**config.mk**
```make
export PLATFORM = sky130hd
export DESIGN_NAME = link_tune_ctrl
export DESIGN_NICKNAME = d
export VERILOG_FILES = /design/src/rtl/ltc_pkg.sv /design/src/rtl/ltc_settle_timer.sv /design/src/rtl/ltc_capture_classifier.sv /design/src/rtl/ltc_freq_step.sv /design/src/rtl/link_tune_ctrl.sv
export SDC_FILE = /design/constraint.sdc
export NUM_CORES = 1
export LEC_CHECK = 0
export CAP_MARGIN = 20
export CELL_PAD_IN_SITES_DETAIL_PLACEMENT = 0
export CELL_PAD_IN_SITES_GLOBAL_PLACEMENT = 1
export CORE_MARGIN = 8
export CORE_UTILIZATION = 46
export CTS_CLUSTER_SIZE = 25
export DETAILED_ROUTE_END_ITERATION = 12
export MAX_ROUTING_LAYER = met4
export PLACE_DENSITY_LB_ADDON = 0.1
export SETUP_SLACK_MARGIN = 0.1
export SLEW_MARGIN = 20
export SYNTH_ARGS = -nofsm -noshare
export SYNTH_HDL_FRONTEND = slang
export SYNTH_SLANG_ARGS = --single-unit
```
**constraint.sdc**
```tcl
create_clock -name clk -period 6.6 [get_ports clk]
set_input_delay 0.66 -clock clk [delete_from_list [all_inputs] [get_ports clk]]
set_output_delay 0.66 -clock clk [all_outputs]
set_load 0.02 [all_outputs]
```
**src/rtl/ltc_pkg.sv**
```systemverilog
package ltc_pkg;

  typedef enum logic [2:0] {
    ST_MONITOR,
    ST_SEEK_END,
    ST_SEEK_START,
    ST_SLACK,
    ST_ADJUST
  } tune_state_t;

  typedef enum logic [1:0] {
    CAP_WELL,
    CAP_SLOW,
    CAP_FAST
  } cap_class_t;

  typedef struct packed {
    logic up;
    logic down;
  } freq_req_t;

endpackage

```
**src/rtl/ltc_settle_timer.sv**
```systemverilog
module ltc_settle_timer #(
  parameter int SET_W = 8
) (
  input  logic             clk,
  input  logic             rst_n,
  input  logic             restart,
  input  logic [SET_W-1:0] limit,
  output logic             settled
);

  localparam logic [SET_W-1:0] STEP = SET_W'(1);

  logic [SET_W-1:0] cnt_q;

  // settled also holds if limit drops below the running count
  assign settled = (cnt_q >= limit);

  always_ff @(posedge clk or negedge rst_n) begin
    if (!rst_n) begin
      cnt_q <= '0;
    end else if (restart) begin
      cnt_q <= '0;
    end else if (!settled) begin
      cnt_q <= cnt_q + STEP;
    end
  end

endmodule

```
**src/rtl/ltc_capture_classifier.sv**
```systemverilog
module ltc_capture_classifier
  import ltc_pkg::*;
#(
  parameter int TAPS     = 3,
  parameter int INTENDED = 1
) (
  input  logic [TAPS-1:0] cap_q,
  input  logic            tx_bit,
  output logic            all_new,
  output logic            head_old,
  output cap_class_t      cls
);

  logic [TAPS-1:0]   fresh;
  logic [INTENDED:0] early_chain;

  // a register is fresh when it already carries the launched bit
  for (genvar k = 0; k < TAPS; k++) begin : g_fresh
    assign fresh[k] = (cap_q[k] == tx_bit);
  end

  assign early_chain[0] = 1'b0;
  for (genvar k = 0; k < INTENDED; k++) begin : g_early
    assign early_chain[k+1] = early_chain[k] | fresh[k];
  end

  function automatic cap_class_t classify(input logic early, input logic on_time);
    if (early)        return CAP_FAST;
    else if (!on_time) return CAP_SLOW;
    else              return CAP_WELL;
  endfunction

  assign all_new  = &fresh;
  assign head_old = ~fresh[0];
  assign cls      = classify(early_chain[INTENDED], fresh[INTENDED]);

endmodule

```
**src/rtl/ltc_freq_step.sv**
```systemverilog
module ltc_freq_step
  import ltc_pkg::*;
#(
  parameter int OSC_W = 10,
  parameter int DIV_W = 8
) (
  input  logic [OSC_W-1:0] osc_cur,
  input  logic [DIV_W-1:0] div_cur,
  input  freq_req_t        req,
  output logic [OSC_W-1:0] osc_nxt,
  output logic [DIV_W-1:0] div_nxt
);

  localparam logic [OSC_W-1:0] OSC_MAX = {OSC_W{1'b1}};
  localparam logic [OSC_W-1:0] OSC_MID = OSC_W'(1) << (OSC_W - 1);
  localparam logic [OSC_W-1:0] OSC_ONE = OSC_W'(1);
  localparam logic [DIV_W-1:0] DIV_MAX = {DIV_W{1'b1}};
  localparam logic [DIV_W-1:0] DIV_ONE = DIV_W'(1);

  // oscillator moves first; divider only takes over at the oscillator ends
  always_comb begin
    osc_nxt = osc_cur;
    div_nxt = div_cur;
    if (req.up) begin
      if (osc_cur != OSC_MAX) begin
        osc_nxt = osc_cur + OSC_ONE;
      end else if (div_cur != DIV_MAX) begin
        div_nxt = div_cur + DIV_ONE;
        osc_nxt = OSC_MID;
      end
    end else if (req.down) begin
      if (osc_cur != '0) begin
        osc_nxt = osc_cur - OSC_ONE;
      end else if (div_cur > DIV_ONE) begin
        div_nxt = div_cur - DIV_ONE;
        osc_nxt = OSC_MID;
      end
    end
  end

endmodule

```
**src/rtl/link_tune_ctrl.sv**
```systemverilog
module link_tune_ctrl
  import ltc_pkg::*;
#(
  parameter int DLY_W    = 10,
  parameter int OSC_W    = 10,
  parameter int DIV_W    = 8,
  parameter int SET_W    = 8,
  parameter int TAPS     = 3,
  parameter int INTENDED = 1
) (
  input  logic             clk,
  input  logic             rst_n,
  input  logic [SET_W-1:0] settle_cycles,
  input  logic [DLY_W-1:0] guard_margin,
  input  logic [TAPS-1:0]  cap_q,
  output logic             tx_bit,
  output logic [DLY_W-1:0] dly_code,
  output logic [OSC_W-1:0] osc_code,
  output logic [DIV_W-1:0] div_code,
  output logic [DLY_W-1:0] slack,
  output logic             tuning,
  output logic             done
);

  localparam logic [DLY_W-1:0] DLY_MAX   = {DLY_W{1'b1}};
  localparam logic [DLY_W-1:0] DLY_ONE   = DLY_W'(1);
  localparam logic [OSC_W-1:0] OSC_RESET = OSC_W'(1) << (OSC_W - 1);
  localparam logic [DIV_W-1:0] DIV_RESET = DIV_W'(1);

  function automatic logic [DLY_W-1:0] span(input logic [DLY_W-1:0] hi,
                                            input logic [DLY_W-1:0] lo);
    return hi - lo;
  endfunction

  tune_state_t      state_q, state_d;
  cap_class_t       cls_q, cls_d;
  logic [DLY_W-1:0] dly_q, dly_d;
  logic [DLY_W-1:0] end_q, end_d;
  logic [DLY_W-1:0] start_q, start_d;
  logic [DLY_W-1:0] slack_q, slack_d;
  logic [OSC_W-1:0] osc_q, osc_nxt;
  logic [DIV_W-1:0] div_q, div_nxt;
  logic             tx_q, done_q;

  // named events for the checker
  logic       settled;
  logic       probe_sample;
  logic       launch;
  logic       adjust_now;
  logic       all_new, head_old;
  cap_class_t cls_now;
  freq_req_t  req;

  ltc_settle_timer #(.SET_W(SET_W)) u_timer (
    .clk     (clk),
    .rst_n   (rst_n),
    .restart (launch),
    .limit   (settle_cycles),
    .settled (settled)
  );

  ltc_capture_classifier #(.TAPS(TAPS), .INTENDED(INTENDED)) u_class (
    .cap_q    (cap_q),
    .tx_bit   (tx_q),
    .all_new  (all_new),
    .head_old (head_old),
    .cls      (cls_now)
  );

  assign adjust_now = (state_q == ST_ADJUST);
  assign req.up     = adjust_now && (cls_q == CAP_SLOW);
  assign req.down   = adjust_now && (cls_q == CAP_FAST) && (slack_q > guard_margin);

  ltc_freq_step #(.OSC_W(OSC_W), .DIV_W(DIV_W)) u_step (
    .osc_cur (osc_q),
    .div_cur (div_q),
    .req     (req),
    .osc_nxt (osc_nxt),
    .div_nxt (div_nxt)
  );

  assign probe_sample = settled &&
                        (state_q == ST_MONITOR || state_q == ST_SEEK_END ||
                         state_q == ST_SEEK_START);

  always_comb begin
    state_d = state_q;
    cls_d   = cls_q;
    dly_d   = dly_q;
    end_d   = end_q;
    start_d = start_q;
    slack_d = slack_q;
    launch  = 1'b0;
    unique case (state_q)
      ST_MONITOR: begin
        if (probe_sample) begin
          launch = 1'b1;
          if (cls_now != CAP_WELL) begin
            cls_d   = cls_now;
            dly_d   = '0;
            state_d = ST_SEEK_END;
          end
        end
      end
      ST_SEEK_END: begin
        if (probe_sample) begin
          launch = 1'b1;
          if (all_new) begin
            end_d   = dly_q;
            state_d = ST_SEEK_START;
          end else if (dly_q == DLY_MAX) begin
            end_d   = DLY_MAX;
            state_d = ST_SEEK_START;
          end else begin
            dly_d = dly_q + DLY_ONE;
          end
        end
      end
      ST_SEEK_START: begin
        if (probe_sample) begin
          if (head_old) begin
            start_d = dly_q;
            state_d = ST_SLACK;
          end else if (dly_q == '0) begin
            start_d = '0;
            state_d = ST_SLACK;
          end else begin
            launch = 1'b1;
            dly_d  = dly_q - DLY_ONE;
          end
        end
      end
      ST_SLACK: begin
        slack_d = span(end_q, start_q);
        state_d = ST_ADJUST;
      end
      ST_ADJUST: begin
        launch  = 1'b1;
        dly_d   = '0;
        state_d = ST_MONITOR;
      end
      default: begin
        state_d = ST_MONITOR;
        dly_d   = '0;
      end
    endcase
  end

  always_ff @(posedge clk or negedge rst_n) begin
    if (!rst_n) begin
      state_q <= ST_MONITOR;
      cls_q   <= CAP_WELL;
      dly_q   <= '0;
      end_q   <= '0;
      start_q <= '0;
      slack_q <= '0;
      osc_q   <= OSC_RESET;
      div_q   <= DIV_RESET;
      tx_q    <= 1'b0;
      done_q  <= 1'b0;
    end else begin
      state_q <= state_d;
      cls_q   <= cls_d;
      dly_q   <= dly_d;
      end_q   <= end_d;
      start_q <= start_d;
      slack_q <= slack_d;
      done_q  <= adjust_now;
      if (launch) tx_q <= ~tx_q;
      if (adjust_now) begin
        osc_q <= osc_nxt;
        div_q <= div_nxt;
      end
    end
  end

  assign tx_bit   = tx_q;
  assign dly_code = dly_q;
  assign osc_code = osc_q;
  assign div_code = div_q;
  assign slack    = slack_q;
  assign tuning   = (state_q != ST_MONITOR);
  assign done     = done_q;

endmodule

```
==> key figures, run 1 <==
Detailed routing
  • DRT Pass-1 Iters: 5
  • Final wirelength: 12,000 µm
  • Met3 WL post-DR: 583 µm
  • Met1 wire length: 5930 µm
  • Vias: 4,314
  • Starting DRT DRC Count: 281
  • DRC violations left: 0
  • Via density: 5.60
  • WL met2: 5320 µm
  • Top Layer Used: met4
  • ANT nets after route: 0
  • Avg WL per Cell: 15.6 µm

Floorplan
  • Core region area: 10,800 µm²
  • Cell Rows: 38
  • Ports: 64
  • Initial core utilization: 46.7%
  • Die width: 121 µm
  • Die Ht: 121 µm
  • Die area: 14,600 µm²

Layout
  • Filler Cell Count: 1,006
  • Most frequent cells in the layout: 71 x dfrtp_1, 62 x clkdlybuf4s50_1, 50 x nand2_1, 47 x inv_1, 42 x nor2_1
  • Most common cell after layout, fill and taps aside: dfrtp_1
  • Post-route cell area: 5980 µm²
  • Proportion of layout cells with a drive suffix above 1: 7.13%
  • Reg area: 1830 µm²
  • Ant diodes: 0
  • Nets@finish: 692
  • Area Growth Syn to Fin: 18.6%
  • Multi-input gate area: 2930 µm²

STA
  • Hold Fails Final Rpt: 0
  • Worst slew pin tran: 0.920 ns
  • Clk_skew: 0.00944 ns
  • Unrepaired setup endpoints after global routing: no
  • Final Setup Violations: 0
  • Final setup margin: 3.23 ns
  • F_max: 0.296 GHz
  • Crit path time final: 3.37 ns
  • Slew Limit Fails: 0
  • Total negative setup slack: 0 ns
  • Worst slew margin: 38.7%
  • Fin crit share: 51.1%

Run status
  • Status: completed

CTS
  • Clk buf depth: 2
  • CTS Buf Count: 9
  • CTS clk-pin slew, worst paths: 0.08 ns
  • H-tree depth: 3
  • CTS tree: done
  • Post_cts resized: 0
  • Clk sink count: 73
  • Root Buffer: clkbuf_8
  • Clock Latency Late Sink: 0.35 ns
  • Post-CTS setup buffers: 0
  • Hold_buf cts: 0

Flow run
  • MaxCap Viol Count: 0

Critical path
  • Element type at the critical path end: flip-flop
  • Crit path buffers/inverters: 1
  • Cells along the critical path: or3b_2 -> inv_1 -> ha_1 -> a211o_1 -> a2111oi_0 -> or3_1 -> o211ai_1 -> or2_0 -> a31oi_1
  • Slowest stage delay, CP: 0.57 ns
  • Crit Path Category: reg2reg
  • Critical path arrival: 3.66 ns
  • CP required: 6.88 ns
  • Family with the most delay on the worst path: compound AO/OA/AOI/OAI gates
  • Crit Path Max Fanout: 11
  • CP max stage cell: or3b_2
  • Critical Path Source Type: flip-flop

Synth
  • Syn Area/Cell: 8.87 µm²
  • Asr flop ratio synth: 100%
  • Count of unique library cells instantiated by Yosys: 68
  • Syn Inst Count: 569
  • Syn Nets: 635
  • EDFF count, synth: 0
  • Seq/Total Area, Yosys: 36.3%
  • Synth Flop Type: dfrtp_1
  • Register bit count reported by yosys: 73
  • Mapped Area: 5040 µm²
  • Warnings from Yosys: 0

Placement
  • IO buf count: 63
  • GPL Wtd Cong: 0.862
  • Worst Setup Slack post-DPL: 3.25 ns
  • Area after DPL: 5770 µm²
  • DP Wirelength: 8750 µm

Hold path
  • Hold crit path type: reg2reg

Global routing
  • First-pass GRT wire length: 20,500 µm
  • GR Overflow Total: 0
  • Vias in the first global route: 4,241
  • Total track usage: 17.6%
  • Largest net degree at the start of global routing: 74
  • Initial antenna violation count: 0

Power and ir drop
  • Peak VDD IR: 0.000215 V
  • Leak pwr: 0.00275 µW
  • PwrDens: 322 nW/µm²
[sequential cells by signal, indices dropped and copies added, names as in the netlist, 2 cells and up]
name           flops
u_timer.cnt_q      8
state_q            3
end_q             10
dly_code          10
slack             10
start_q           10
osc_code          10
div_code           8
cls_q              2
[power by group]
group | internal [µW] | switching [µW]
clock | 206 | 167
sequential | 563 | 148
combinational | 381 | 462
[final cells by class]
type	count	share of cell area, %
Inverter	47	2.95
Multi-Input combinational cell	427	49.0
Clock buffer	14	2.89
Clock inverter	2	0.586
Sequential cell	73	30.6
Timing Repair Buffer	68	11.1
Tap cell	140	2.93
[synth_stat cells (3+ instances only)]
library cell	n	area share, %
dfrtp_1	71	35
nand2_1	50	3.7
inv_1	47	3.5
nor2_1	42	3.1
ha_1	41	10
o21ai_0	33	3.3
nand3_1	25	2.5
nor3_1	20	2.0
a21oi_1	16	1.6
a31oi_1	16	2.0
clkbuf_1	16	1.2
xnor2_1	15	2.6
nand4_1	14	1.7
o31ai_1	14	2.1
xor2_1	13	2.3
nand2b_1	9	1.1
o21a_1	9	1.3
a211oi_1	7	1.0
o211ai_1	6	0.89
a21o_1	5	0.74
a22o_1	5	0.87
and3_1	5	0.62
nor4_1	5	0.62
or2_2	5	0.62
a2111oi_0	4	0.69
a31o_2	4	0.69
mux2i_1	4	0.79
nor2b_1	4	0.50
or3_1	4	0.50
or3b_2	4	0.69
buf_6	3	0.67
[tightest hold or removal path, delay by kind of cell (launching register included)]
| kind | cells | cell delay, ns |
|---|---|---|
| and+or+nand+nor | 1 | 0.05 |
| DFF | 1 | 0.35 |
| AOI/OAI and AO/OA | 1 | 0.06 |
[kinds of logic after synthesis]
family	count (synthesis)	synth area share [%]
adders and majority gates	43	11.0
buffers and inverters	69	5.70
and+or+nand+nor	206	21.4
DFF	73	36.3
xor gates and xnor gates	28	4.86
AOI/OAI and AO/OA	143	19.3
muxes	7	1.54
[metal layers]
layer / GRT usage (%) / up-vias
met5: - / -
met1: 22.8 / 2023
met4: 6.79 / 0
met3: 3.50 / 16
li1: - / 2179
met2: 26.6 / 96
[final timing paths]
check / cells after the start / end / from / slack, ns
max: 9 / dly_code[9] / state_q[1] / 3.23
min reg2reg: 2 / end_q[7] / end_q[7] / 0.49
min: 2 / end_q[7] / end_q[7] / 0.49
min in group asynchronous: 2 / div_code[1] / rst_n / 0.53
max reg2reg: 9 / dly_code[9] / state_q[1] / 3.23
max in group asynchronous: 2 / start_q[6] / rst_n / 5.48
[through the flow]
step	instances	hold WS (ns)	total power (µW)	utilization, %
6_report	771	0.490	1930	55.4
3_3_place_gp	755	0.468	1540	53.5
5_1_grt	771	0.515	2090	55.4
3_5_place_dp	755	0.477	1560	53.5
4_1_cts	771	0.496	1950	55.4
2_1_floorplan	569	0.364	1260	-
(Power assumes the default switching activity.)
==> run 2, diff against run 1 <==
Settings changed: CORE_UTILIZATION 46 to 39.
Clock period 6.6 ns to 3.1 ns, I/O delays scaled along.
==> key figures, run 2 (synthesis gave the netlist of run 1 again) <==
Run status
  • Status: completed

STA
  • Clk_skew: 0.00700 ns (-0.00244 ns)
  • Total negative setup slack: 0 ns (unchanged)
  • Hold Fails Final Rpt: 0 (unchanged)
  • Slew Limit Fails: 0 (unchanged)
  • F_max: 0.361 GHz (+22%)
  • Crit path time final: 2.77 ns (-0.600 ns)
  • Fin crit share: 89.5% (+38 points)
  • Worst slew pin tran: 0.917 ns (-0.00225 ns)
  • Worst slew margin: 38.8% (+0.15 points)
  • Unrepaired setup endpoints after global routing: no
  • Final Setup Violations: 0 (unchanged)

Detailed routing
  • Starting DRT DRC Count: 226 (-20%)
  • DRT Pass-1 Iters: 5 (unchanged)
  • Vias: 4,320 (+0.14%)
  • Avg WL per Cell: 15.2 µm (-2.4%)
  • Final wirelength: 12,400 µm (+3.3%)
  • DRC violations left: 0 (unchanged)
  • Via density: 5.29 (-5.4%)
  • ANT nets after route: 0 (unchanged)

Global routing
  • Largest net degree at the start of global routing: 74 (unchanged)
  • GR Overflow Total: 0 (unchanged)
  • First-pass GRT wire length: 20,600 µm (+0.61%)
  • Vias in the first global route: 4,193 (-1.1%)
  • Met3 global-route usage: 2.98% (-0.52 points)
  • Met2 GRT Util: 24.2% (-2.4 points)
  • Initial antenna violation count: 0 (unchanged)
  • GRT Max-Usage Layer: met2
  • Total track usage: 15.8% (-1.8 points)
  • Met1 Track Usage GR: 19.9% (-2.9 points)

Layout
  • Proportion of layout cells with a drive suffix above 1: 9.63% (+2.5 points)
  • Most common cell after layout, fill and taps aside: dfrtp_1
  • Filler Cell Count: 1,201 (+19%)
  • Ant diodes: 0 (unchanged)
  • Area Growth Syn to Fin: 24.2%
  • Multi-input gate area: 2930 µm² (+0.17%)
  • Most frequent cells in the layout: 71 x dfrtp_1, 62 x clkdlybuf4s50_1, 50 x nand2_1, 46 x inv_1, 42 x nor2_1
  • Reg area: 1830 µm² (unchanged)
  • Nets@finish: 705 (+1.9%)

CTS
  • Clk buf depth: 2 (unchanged)
  • Root Buffer: clkbuf_16
  • CTS clk-pin slew, worst paths: 0.06 ns (-0.02 ns)
  • Post-CTS setup buffers: 0 (unchanged)
  • CTS tree: done
  • H-tree depth: 3 (unchanged)
  • Clock Latency Late Sink: 0.34 ns (about the same)
  • CTS Buf Count: 9 (unchanged)
  • Clk sink count: 73 (unchanged)

Floorplan
  • Initial core utilization: 40.0% (-6.8 points)
  • Ports: 64 (unchanged)
  • Core region area: 12,600 µm² (+17%)
  • Die Ht: 130 µm (+7.5%)
  • Cell Rows: 41 (+7.9%)
  • Die width: 130 µm (+7.5%)
  • Die area: 16,800 µm² (+15%)

Critical path
  • CP required: 3.37 ns (-3.51 ns)
  • Crit Path Category: reg2reg
  • Element type at the critical path end: flip-flop
  • Critical Path Source Type: flip-flop
  • Crit Path Max Fanout: 10 (-1)
  • FF-to-FF setup slack: 0.33 ns (-2.90 ns)
  • Critical path arrival: 3.04 ns (-0.62 ns)

Power and ir drop
  • Peak VDD IR: 0.000428 V (+98%)
  • Leak pwr: 0.00288 µW (+4.7%)
  • Total power: 4550 µW (+140%)
  • PwrDens: 726 nW/µm² (+130%)

Hold path
  • Hold crit path type: in2async

Flow run
  • MaxCap Viol Count: 0 (unchanged)

Placement
  • IO buf count: 63 (unchanged)
  • GPL Wtd Cong: 0.806 (-6.5%)
  • DP Wirelength: 8980 µm (+2.7%)
-- run 2: changes by cell type in the layout (fill, tap and decap cells not counted), sizes merged --
cell / previous run / this run
buf: 6 / 19
clkinv: 1 / 3
clkbuf: 14 / 10
bufinv: 1 / 3
-- run 2: path summary, 6_finish.rpt --
path	startpoint	to	depth (start not counted)
setup / recovery	state_q[0]	dly_code[9]	9
hold / removal	rst_n	osc_code[7]	1
setup reg to reg	state_q[0]	dly_code[9]	9
hold reg to reg	end_q[7]	end_q[7]	2
max in group asynchronous	rst_n	end_q[6]	1
min in group clk	end_q[7]	end_q[7]	2
-- run 2: layout make-up --
type                       instances  area share (%)
tap                              172            3.44
clock buffer                      10            3.81
timing repair buffer              81            12.2
multi-input combinational        427            46.8
clock inverter                     6            1.68
sequential                        73            29.2
inverter                          47            2.86
-- run 2: repair_timing --
item / 4_1_cts / 5_1_grt
gates resized for setup: 0 / 2
hold buffers: 0 / 0
setup endpoints to repair: 0 / 1
-- run 2: power by group --
part / internal (µW) / leakage, µW / total (µW) / switching [µW]
sequential: 1200 / 0.000924 / 1500 / 300
clock: 804 / 0.000172 / 1210 / 410
combinational: 826 / 0.00179 / 1830 / 1000
total: 2830 / 0.00288 / 4550 / 1710
-- run 2: worst max-delay path: stages, from the launching register on --
cell       delay (ns)
dfrtp_1          0.37
or3b_2           0.52
inv_4            0.14
ha_1             0.25
a211o_1          0.32
a2111oi_2        0.42
or3_1            0.20
o211ai_1         0.12
or2_0            0.22
a31oi_1          0.15
-- run 2: metal layers --
metal  up-vias  wire (µm)
met1      2022       6090
met3        15        588
met2        76       5550
li1       2207          -
met4         0        205
met5         -          0
-- run 2: per-stage QoR --
stage | hold WS, ns | utilization (%) | setup slack [ns] | instance area (µm²) | cells
3_5_place_dp | 0.478 | 46.9 | 0.196 | 5910 | 800
3_3_place_gp | 0.472 | 46.9 | 0.221 | 5910 | 800
4_1_cts | 0.152 | 49.6 | 0.172 | 6260 | 816
6_report | 0.105 | 49.6 | 0.326 | 6260 | 816
2_1_floorplan | 0.0144 | - | 0.152 | 5050 | 569
5_1_grt | 0.206 | 49.6 | 0.126 | 6260 | 816
